## config.mk

```make
export PLATFORM = sky130hd
export DESIGN_NAME = pulse_tone_gen
export DESIGN_NICKNAME = d
export VERILOG_FILES = /design/src/rtl/pulse_tone_pkg.sv /design/src/rtl/pulse_tone_ctrl.sv /design/src/rtl/pulse_tone_dp.sv /design/src/rtl/pulse_tone_gen.sv
export SDC_FILE = /design/constraint.sdc
export NUM_CORES = 1
export LEC_CHECK = 0
export ABC_AREA = 0
export BUFFER_PORTS_ARGS = -buffer_cell sky130_fd_sc_hd__buf_2
export CAP_MARGIN = 5
export CORE_MARGIN = 2
export CORE_UTILIZATION = 50
export DETAILED_ROUTE_END_ITERATION = 8
export PLACE_DENSITY_LB_ADDON = 0.15
export SLEW_MARGIN = 20
export SYNTH_ARGS = -nofsm -noshare
export SYNTH_HDL_FRONTEND = slang
export SYNTH_HIERARCHICAL = 1
export SYNTH_SLANG_ARGS = --single-unit
```

## constraint.sdc

```tcl
create_clock -name clk -period 5.69 [get_ports clk]
set_input_delay 0.569 -clock clk [delete_from_list [all_inputs] [get_ports clk]]
set_output_delay 0.569 -clock clk [all_outputs]
set_load 0.02 [all_outputs]
```

## src/rtl/pulse_tone_pkg.sv

```systemverilog
package pulse_tone_pkg;

  // Strobes from the control half to the datapath half.
  typedef struct packed {
    logic tick;     // enabled cycle
    logic advance;  // divider expires on this tick
    logic gateOn;   // channel enable as held before the edge
  } toneStrobe_t;

endpackage

```

## src/rtl/pulse_tone_ctrl.sv

```systemverilog
module pulse_tone_ctrl
  import pulse_tone_pkg::*;
#(
  parameter int DATA_W   = 8,
  parameter int PERIOD_W = 12,
  parameter int DUTY_W   = 3,
  parameter int VOL_W    = 4
) (
  input  logic                clk,
  input  logic                rst,
  input  logic                tickEn,
  input  logic                wrCtrl,
  input  logic                wrPerLo,
  input  logic                wrPerHi,
  input  logic [DATA_W-1:0]   wrData,
  output logic                modeBit,
  output logic [DUTY_W-1:0]   dutyVal,
  output logic [VOL_W-1:0]    volVal,
  output logic                enBit,
  output logic [PERIOD_W-1:0] periodVal,
  output logic [PERIOD_W:0]   divCount,
  output toneStrobe_t         strobes
);

  localparam int DIV_W    = PERIOD_W + 1;
  localparam int HI_W     = PERIOD_W - DATA_W;
  localparam int MODE_BIT = DATA_W - 1;
  localparam int EN_BIT   = DATA_W - 1;
  localparam int DUTY_LSB = VOL_W;

  logic [DIV_W-1:0] reloadVal;
  logic             expire;

  // Register fields
  always_ff @(posedge clk) begin
    if (rst) begin
      modeBit   <= 1'b0;
      dutyVal   <= '0;
      volVal    <= '0;
      enBit     <= 1'b0;
      periodVal <= '0;
    end else begin
      if (wrCtrl) begin
        modeBit <= wrData[MODE_BIT];
        dutyVal <= wrData[DUTY_LSB +: DUTY_W];
        volVal  <= wrData[VOL_W-1:0];
      end
      if (wrPerLo) begin
        periodVal[DATA_W-1:0] <= wrData;
      end
      if (wrPerHi) begin
        periodVal[PERIOD_W-1:DATA_W] <= wrData[HI_W-1:0];
        enBit <= wrData[EN_BIT];
      end
    end
  end

  // Period divider: one wider than the period so period+1 fits
  assign reloadVal = DIV_W'(periodVal) + DIV_W'(1);
  assign expire    = (divCount == DIV_W'(1));

  always_ff @(posedge clk) begin
    if (rst) begin
      divCount <= DIV_W'(1);
    end else if (tickEn) begin
      if (expire) divCount <= reloadVal;
      else        divCount <= divCount - DIV_W'(1);
    end
  end

  always_comb begin
    strobes.tick    = tickEn;
    strobes.advance = tickEn & expire;
    strobes.gateOn  = enBit;
  end

endmodule

```

## src/rtl/pulse_tone_dp.sv

```systemverilog
module pulse_tone_dp
  import pulse_tone_pkg::*;
#(
  parameter int STEP_W = 4,
  parameter int DUTY_W = 3,
  parameter int VOL_W  = 4
) (
  input  logic              clk,
  input  logic              rst,
  input  toneStrobe_t       strobes,
  input  logic              modeBit,
  input  logic [DUTY_W-1:0] dutyVal,
  input  logic [VOL_W-1:0]  volVal,
  output logic [STEP_W-1:0] stepCount,
  output logic [VOL_W-1:0]  sampleOut
);

  logic [STEP_W-1:0] stepNext;
  logic              passHigh;
  logic [VOL_W-1:0]  levelNext;

  assign stepNext  = stepCount + STEP_W'(1);
  assign passHigh  = modeBit | (stepNext > STEP_W'(dutyVal));
  assign levelNext = passHigh ? volVal : '0;

  always_ff @(posedge clk) begin
    if (rst) begin
      stepCount <= '0;
    end else if (strobes.advance) begin
      stepCount <= stepNext;
    end
  end

  always_ff @(posedge clk) begin
    if (rst) begin
      sampleOut <= '0;
    end else if (strobes.tick) begin
      if (!strobes.gateOn)      sampleOut <= '0;
      else if (strobes.advance) sampleOut <= levelNext;
    end
  end

endmodule

```

## src/rtl/pulse_tone_gen.sv

```systemverilog
module pulse_tone_gen
  import pulse_tone_pkg::*;
#(
  parameter int DATA_W   = 8,
  parameter int PERIOD_W = 12,
  parameter int STEP_W   = 4,
  parameter int DUTY_W   = 3,
  parameter int VOL_W    = 4
) (
  input  logic              clk,
  input  logic              rst,
  input  logic              tickEn,
  input  logic              wrCtrl,
  input  logic              wrPerLo,
  input  logic              wrPerHi,
  input  logic [DATA_W-1:0] wrData,
  output logic [VOL_W-1:0]  sampleOut
);

  toneStrobe_t         strobes;
  logic                modeBit;
  logic [DUTY_W-1:0]   dutyVal;
  logic [VOL_W-1:0]    volVal;
  logic                enBit;
  logic [PERIOD_W-1:0] periodVal;
  logic [PERIOD_W:0]   divCount;
  logic [STEP_W-1:0]   stepCount;

  pulse_tone_ctrl #(
    .DATA_W(DATA_W), .PERIOD_W(PERIOD_W), .DUTY_W(DUTY_W), .VOL_W(VOL_W)
  ) uCtrl (
    .clk(clk), .rst(rst), .tickEn(tickEn),
    .wrCtrl(wrCtrl), .wrPerLo(wrPerLo), .wrPerHi(wrPerHi), .wrData(wrData),
    .modeBit(modeBit), .dutyVal(dutyVal), .volVal(volVal), .enBit(enBit),
    .periodVal(periodVal), .divCount(divCount), .strobes(strobes)
  );

  pulse_tone_dp #(
    .STEP_W(STEP_W), .DUTY_W(DUTY_W), .VOL_W(VOL_W)
  ) uDp (
    .clk(clk), .rst(rst), .strobes(strobes),
    .modeBit(modeBit), .dutyVal(dutyVal), .volVal(volVal),
    .stepCount(stepCount), .sampleOut(sampleOut)
  );

endmodule

```

==> summary.md, run 1 <==
| Metric | Value |
|---|---|
| Outcome | complete, no violations |
| Pre-CTS WS | 3.41 ns |
| Largest family of logic cells by synthesized area | simple AND/OR/NAND/NOR gates |
| Initial DRC count | 130 |
| Syn Area/Cell | 8.86 µm² |
| Skew-Pair Late Insertion Delay | 0.30 ns |
| Core Rows | 23 |
| Async S/R FF share, synth | 0% |
| CP required | 5.89 ns |
| Crit. End Element | flop |
| FF+latch count, synth | 42 |
| TritonCTS Sinks | between 40 and 50 |
| Fmax achieved | 0.452 GHz |
| TritonRoute pass-1 iters | 4 |
| Via/cell ratio | about 6.0 |
| WL per Instance | 15.3 µm |
| Cell internal pwr | 0.000607 W |
| Crit-path max FO | 8 |
| Mux cell area share after synthesis | 12.6% |
| Slowest cell on crit path | and4_1 |
| H-tree depth | 2 |
| Sequential share of power | about two fifths |
| Crit path cell chain | ha_1 > nor3b_1 > and4_1 > and4b_1 > nand2_1 > o21ai_0 |
| Synth Area in XOR/XNOR | 5.27% |
| Nets | 276 |
| Top-count cell post-synth | dfxtp_1 |
| Setup crit start kind | flop |
| Cells on worst reg2reg path | 6 |
| Cts bufs inserted | 5 |
| Die X | roughly 70 µm |
| Syn_nets | 265 |
| Final slew viol count | 0 |
| Max incr delay on CP | about 0.5 ns |
| Psw | about 0.00034 W |
| Number of global-route vias before repair | 1,707 |
| Leakage power | 0.943 nW |
| Yosys top cell area share | between 30% and 40% |
| Initial antenna violation count | 0 |
| First-pass GRT wire length | ~8000 µm |
| CP Class | flop to flop |
| Layout cell share with drive strength beyond 1 | 12.1% |
| Chip height | roughly 70 µm |
| Final hold vios | 0 |
| Vias after detailed routing | roughly 1,800 |
| Initial Utilization | roughly 53% |
| Switching fraction of total power | 36.2% |
| Drt total wl | 4690 µm |
| Final worst path period need | 2.21 ns |
| Relative slew margins | between 50% and 60% |
| Clock power share | 24.7% |
| GRT Util Overall | between 20% and 30% |
| Setup-failing EPs final | 0 |
| Final TNS setup | 0 ns |
| Fill cells | 396 |
| Adder-Cell Fraction of Synth Area | 4.05% |
| Post-Synth Simple-Gate Area | 23.1% |
| CTS resizes | 0 |
| CTS tree | done |
| Number of post-CTS setup repair buffers | 0 |
| DIE AREA | 0.00487 mm² |
| Total core area | 0.00409 mm² |
| P&R area growth vs syn | 9.09% |
| Final critical-path share of the clock period | 38.9% |
| CP arrival | 2.41 ns |
| Synth area leader | dfxtp_1 |
| Maximum vdd drop | 0.185 mV |
| IO Pins | 18 |
| Worst Hold Path Cells | 2 |
| Hold Slack | 0.461 ns |
| Synthesized area | 0.00216 mm² |
| Commonest cells post-synth | dfxtp_1 (42), nor2_1 (34), mux2i_1 (26) |
| # DRC | 0 |
| Final setup margin | 3.48 ns |
| Hold buffers post-CTS | 0 |
| Main synth FF type | dfxtp_1 |
| Worst-case clock buffer depth | 2 |
| Top cells by area, synth | dfxtp_1 (39%), mux2i_1 (12%), nor2_1 (5.9%) |
| Post-synth EDFFs | 0 |
| Final HPWL DP | between 3000 and 4000 µm |
| Core Util, Final | 57.7% |
| RSZ-0062 raised after global routing | no |
| Worst Skew | 0.00815 ns |
| Root Buffer | clkbuf_8 |
| Routability Congestion | 0.865 |
| Compound-Gate Fraction of Synth Area | a little under an eighth |
| Synth Instances | about 240 |
| Ant diodes | 0 |
| Worst-path clk slew | around 0.080 ns |
| Largest net degree at the start of global routing | 38 |
| Combinational fraction of design power | roughly a third |
| Total gr overflow | 0 |
| Synth warn | 6 |
| Worst min path class | flop to flop |
| Yosys cell types | 48 |
| Max-cap viol count | 0 |
| Power per cell area | 403 mW/mm² |
| Port Buffer Count | 17 |
| Final ANT Viol Nets | 0 |
| Register area share after synthesis | 38.9% |
| Worst Max-Slew Pin Slew | 0.661 ns |
-- registers in the layout, summed over array words and instances, names as in the netlist --
name             flops
uCtrl/periodVal     12
uCtrl/enBit          1
uDp/sampleOut        4
uDp/stepCount        4
uCtrl/volVal         4
uCtrl/modeBit        1
uCtrl/divCount      13
uCtrl/dutyVal        3
-- kinds of logic (layout without fill, tap and decap cells) --
logic type                 count (synthesis)  after routing
DFF                                       42             42
and+or+nand+nor                           98             98
muxes                                     27             27
xor gates and xnor gates                  13             13
buffers and inverters                     21             33
adders and majority gates                  7              7
AOI/OAI and AO/OA                         36             36
-- layout by cell type (no fill, tap or decap), types with 5 or more instances in the layout --
| master | count |
|---|---|
| nor3_1 | 9 |
| dfxtp_1 | 42 |
| ha_1 | 7 |
| o21ai_0 | 9 |
| clkbuf_8 | 5 |
| nand3_1 | 10 |
| nand2_1 | 14 |
| a21oi_1 | 5 |
| nand4_1 | 7 |
| mux2i_1 | 26 |
| nor2_1 | 34 |
| o211ai_1 | 5 |
| buf_2 | 17 |
| xnor2_1 | 7 |
| inv_1 | 7 |
| xor2_1 | 6 |
-- layer usage --
metal / share of wire [%] / GRT usage [%] / vias to the layer above
met5: 0 / 0 / -
met4: 1.6 / 6.62 / 0
met3: 4.9 / 4.51 / 10
met2: 45 / 31.3 / 54
met1: 48 / 28.4 / 866
li1: - / - / 900
-- power by group through the flow --
stage                     sequential (W)  clock (W)  combinational, W
after global placement          0.000387          0          0.000325
after global routing            0.000392   0.000252          0.000367
final                           0.000383   0.000235          0.000334
after floorplan                 0.000375          0          0.000276
after detailed placement        0.000389          0          0.000325
after CTS                       0.000382   0.000240          0.000327
-- layout make-up --
type | count | area, µm² | area share, %
sequential | 42 | 841 | 35.6
inverter | 8 | 30.0 | 1.27
clock buffer | 6 | 72.6 | 3.08
clock inverter | 2 | 37.5 | 1.59
multi-input combinational | 181 | 1230 | 52.1
tap | 50 | 62.6 | 2.65
timing repair buffer | 17 | 85.1 | 3.61
-- path summary, 6_finish.rpt --
check / slack (ns) / start / endpoint
setup / recovery: 3.48 / uCtrl/divCount[0] / uDp/sampleOut[3]
hold / removal: 0.46 / uDp/sampleOut[1] / uDp/sampleOut[1]
setup reg to reg: 3.48 / uCtrl/divCount[0] / uDp/sampleOut[3]
hold reg to reg: 0.46 / uDp/sampleOut[1] / uDp/sampleOut[1]
-- per-stage QoR --
stage | instance area [µm²] | instances | power, W
after floorplan | 2160 | 244 | 0.000651
after global placement | 2250 | 298 | 0.000713
after detailed placement | 2250 | 298 | 0.000713
after CTS | 2360 | 306 | 0.000950
after global routing | 2360 | 306 | 0.00101
final | 2360 | 306 | 0.000952
-- worst max-delay path, delay by kind of cell (launching register included) --
kind / cells / cell delay, ns
adders and majority gates: 1 / 0.16
AOI/OAI and AO/OA: 1 / 0.21
DFF: 1 / 0.41
and+or+nand+nor: 4 / 1.34
No activity file was read; power rests on OpenSTA's default activity.
==> inputs of run 2 (changes only) <==
clock period = 2 ns   (was 5.69 ns; I/O delays follow)
==> summary.md, run 2 (synthesized netlist as in run 1, its figures left out) <==
| Metric | Value |
|---|---|
| Outcome | complete, no violations (unchanged) |
| CP required | 2.22 ns (was 5.89 ns) |
| Initial antenna violation count | 0 (unchanged) |
| Setup crit start kind | flop (unchanged) |
| Initial DRC count | 110 (was 130) |
| Fmax achieved | 0.538 GHz (was 0.452 GHz) |
| # DRC | 0 (unchanged) |
| Final hold vios | 0 (unchanged) |
| Overall power | 0.00277 W (was 0.000952 W) |
| Largest net degree at the start of global routing | 20 (was 38) |
| Largest registers | uCtrl/divCount: 13 flops, uCtrl/periodVal: 12 flops (unchanged) |
| Fill cells | 387 (was 396) |
| Relative slew margins | 70.4% (was 55.9%) |
| Final TNS setup | 0 ns (unchanged) |
| CTS tree | done (unchanged) |
| Worst-path clk slew | 0.08 ns (about the same) |
| TritonCTS Sinks | 42 (unchanged) |
| Root Buffer | clkbuf_8 (unchanged) |
| Initial Utilization | 52.9% (unchanged) |
| DIE AREA | 0.00487 mm² (unchanged) |
| Worst Max-Slew Pin Slew | 0.440 ns (was 0.661 ns) |
| CP startpoint | uCtrl/divCount[0] (unchanged) |
| Core Rows | 23 (unchanged) |
| GRT Util Overall | 20.0% (was 20.4%) |
| Maximum vdd drop | 0.534 mV (was 0.185 mV) |
| Final critical-path share of the clock period | 93.0% (was 38.9%) |
| Die X | 69.8 µm (unchanged) |
| Final slew viol count | 0 (unchanged) |
| Number of flip-flops in the largest register | 13 (unchanged) |
| Final worst path period need | 1.86 ns (was 2.21 ns) |
| Max incr delay on CP | 0.55 ns (was 0.50 ns) |
| Total core area | 0.00409 mm² (unchanged) |
| Chip height | 69.8 µm (unchanged) |
| Worst min path class | input pin to flop (was flop to flop) |
| Port Buffer Count | 17 (unchanged) |
| Cell mode on critical path | or4_1 |
| First-pass GRT wire length | 7890 µm (was 8030 µm) |
| Power per cell area | 1140 mW/mm² (was 403 mW/mm²) |
| IO Pins | 18 (unchanged) |
| CP arrival | 2.08 ns (was 2.41 ns) |
| Total gr overflow | 0 (unchanged) |
| Final HPWL DP | 3450 µm (was 3310 µm) |
| Number of global-route vias before repair | 1,694 (was 1,707) |
| Nets | 285 (was 276) |
| H-tree depth | 2 (unchanged) |
| Via/cell ratio | 5.70 (was 5.98) |
| Hold Startpoint | wrData[5] (was uDp/sampleOut[1]) |
| Skew-Pair Late Insertion Delay | 0.29 ns (was 0.30 ns) |
| Worst Skew | 0.00352 ns (was 0.00815 ns) |
| WL per Instance | 14.9 µm (was 15.3 µm) |
| Commonest non-fill, non-tap cell in the layout | dfxtp_1 (unchanged) |
| CP Class | flop to flop (unchanged) |
| Most frequent cells in the layout | dfxtp_1 (42), nor2_1 (34), mux2i_1 (26) (unchanged) |
| TritonRoute pass-1 iters | 4 (unchanged) |
| Setup-failing EPs final | 0 (unchanged) |
| Vias after detailed routing | 1,796 (was 1,830) |
| Top delay family on crit path | simple AND/OR/NAND/NOR gates (unchanged) |
| Crit path cell chain | or4_1 > or3b_1 > or4_1 > o211ai_2 (was ha_1 > nor3b_1 > and4_1 > and4b_1 > nand2_1 > o21ai_0) |
| Layout cell share with drive strength beyond 1 | 16.6% (was 12.1%) |
| Drt total wl | 4690 µm (about the same) |
| Crit. End Element | flop (unchanged) |
| RSZ-0062 raised after global routing | no (unchanged) |
| Routability Congestion | 0.801 (was 0.865) |
| Cts bufs inserted | 5 (unchanged) |
| Max-cap viol count | 0 (unchanged) |
| Worst-case clock buffer depth | 2 (unchanged) |
| Ant diodes | 0 (unchanged) |
| P&R area growth vs syn | 12.3% (was 9.09%) |
| R2R Path Start | uCtrl/divCount[0] (unchanged) |
| CP bufs+invs | 0 (unchanged) |
| Leakage power | 0.987 nW (was 0.943 nW) |
| Crit-path max FO | 6 (was 8) |
| Final ANT Viol Nets | 0 (unchanged) |
| Slowest cell on crit path | or4_1 (was and4_1) |
| Biggest register | uCtrl/divCount (unchanged) |
run 2: tightest hold or removal path, cell delays in order:
cell and delay, ns:
buf_2 0.09, mux2i_1 0.06, nor2_1 0.07
run 2: repair_timing:
action                     in CTS  in global routing
hold buffers                    0                  0
buffers inserted                0                  0
gates resized for setup         0                  3
setup endpoints to repair       0                  9
run 2: final timing paths:
| path | slack (ns) | to | cells past startpoint |
|---|---|---|---|
| max | 0.14 | uCtrl/divCount[9] | 4 |
| min | 0.16 | uCtrl/dutyVal[1] | 3 |
| min reg2reg | 0.45 | uDp/sampleOut[3] | 2 |
| max reg2reg | 0.14 | uCtrl/divCount[9] | 4 |
run 2: cell type report:
class / count / area [µm²] / area share, %
multi-input cells: 181 / 1250 / 51.3
clock buffers: 6 / 82.6 / 3.40
well taps: 50 / 62.6 / 2.58
clock inverters: 2 / 12.5 / 0.515
inverters: 8 / 30.0 / 1.24
repair buffers: 26 / 153 / 6.29
flip-flops and latches: 42 / 841 / 34.6
run 2: through the flow:
step / hold slack, ns / area [µm²] / worst slack [ns] / util (%) / std cells
after global placement: 0.432 / 2320 / 0.103 / 56.7 / 307
after CTS: 0.154 / 2410 / 0.0186 / 59.0 / 315
final: 0.160 / 2430 / 0.141 / 59.4 / 315
after floorplan: 0.272 / 2160 / 0.111 / - / 244
after detailed placement: 0.437 / 2320 / 0.0713 / 56.7 / 307
after global routing: 0.177 / 2430 / 0.00108 / 59.4 / 315
run 2: per-layer routing:
layer	vias up	GRT usage [%]	part of all wire, %
met1	832	27.2	49
met3	6	4.51	3.9
met5	-	0	0
li1	922	-	-
met2	36	31.0	46
met4	0	7.26	1.1
run 2: power by group:
| group | internal, W | switching (W) |
|---|---|---|
| logic | 0.000540 | 0.000584 |
| registers | 0.000952 | 0.000129 |
| clock network | 0.000277 | 0.000287 |
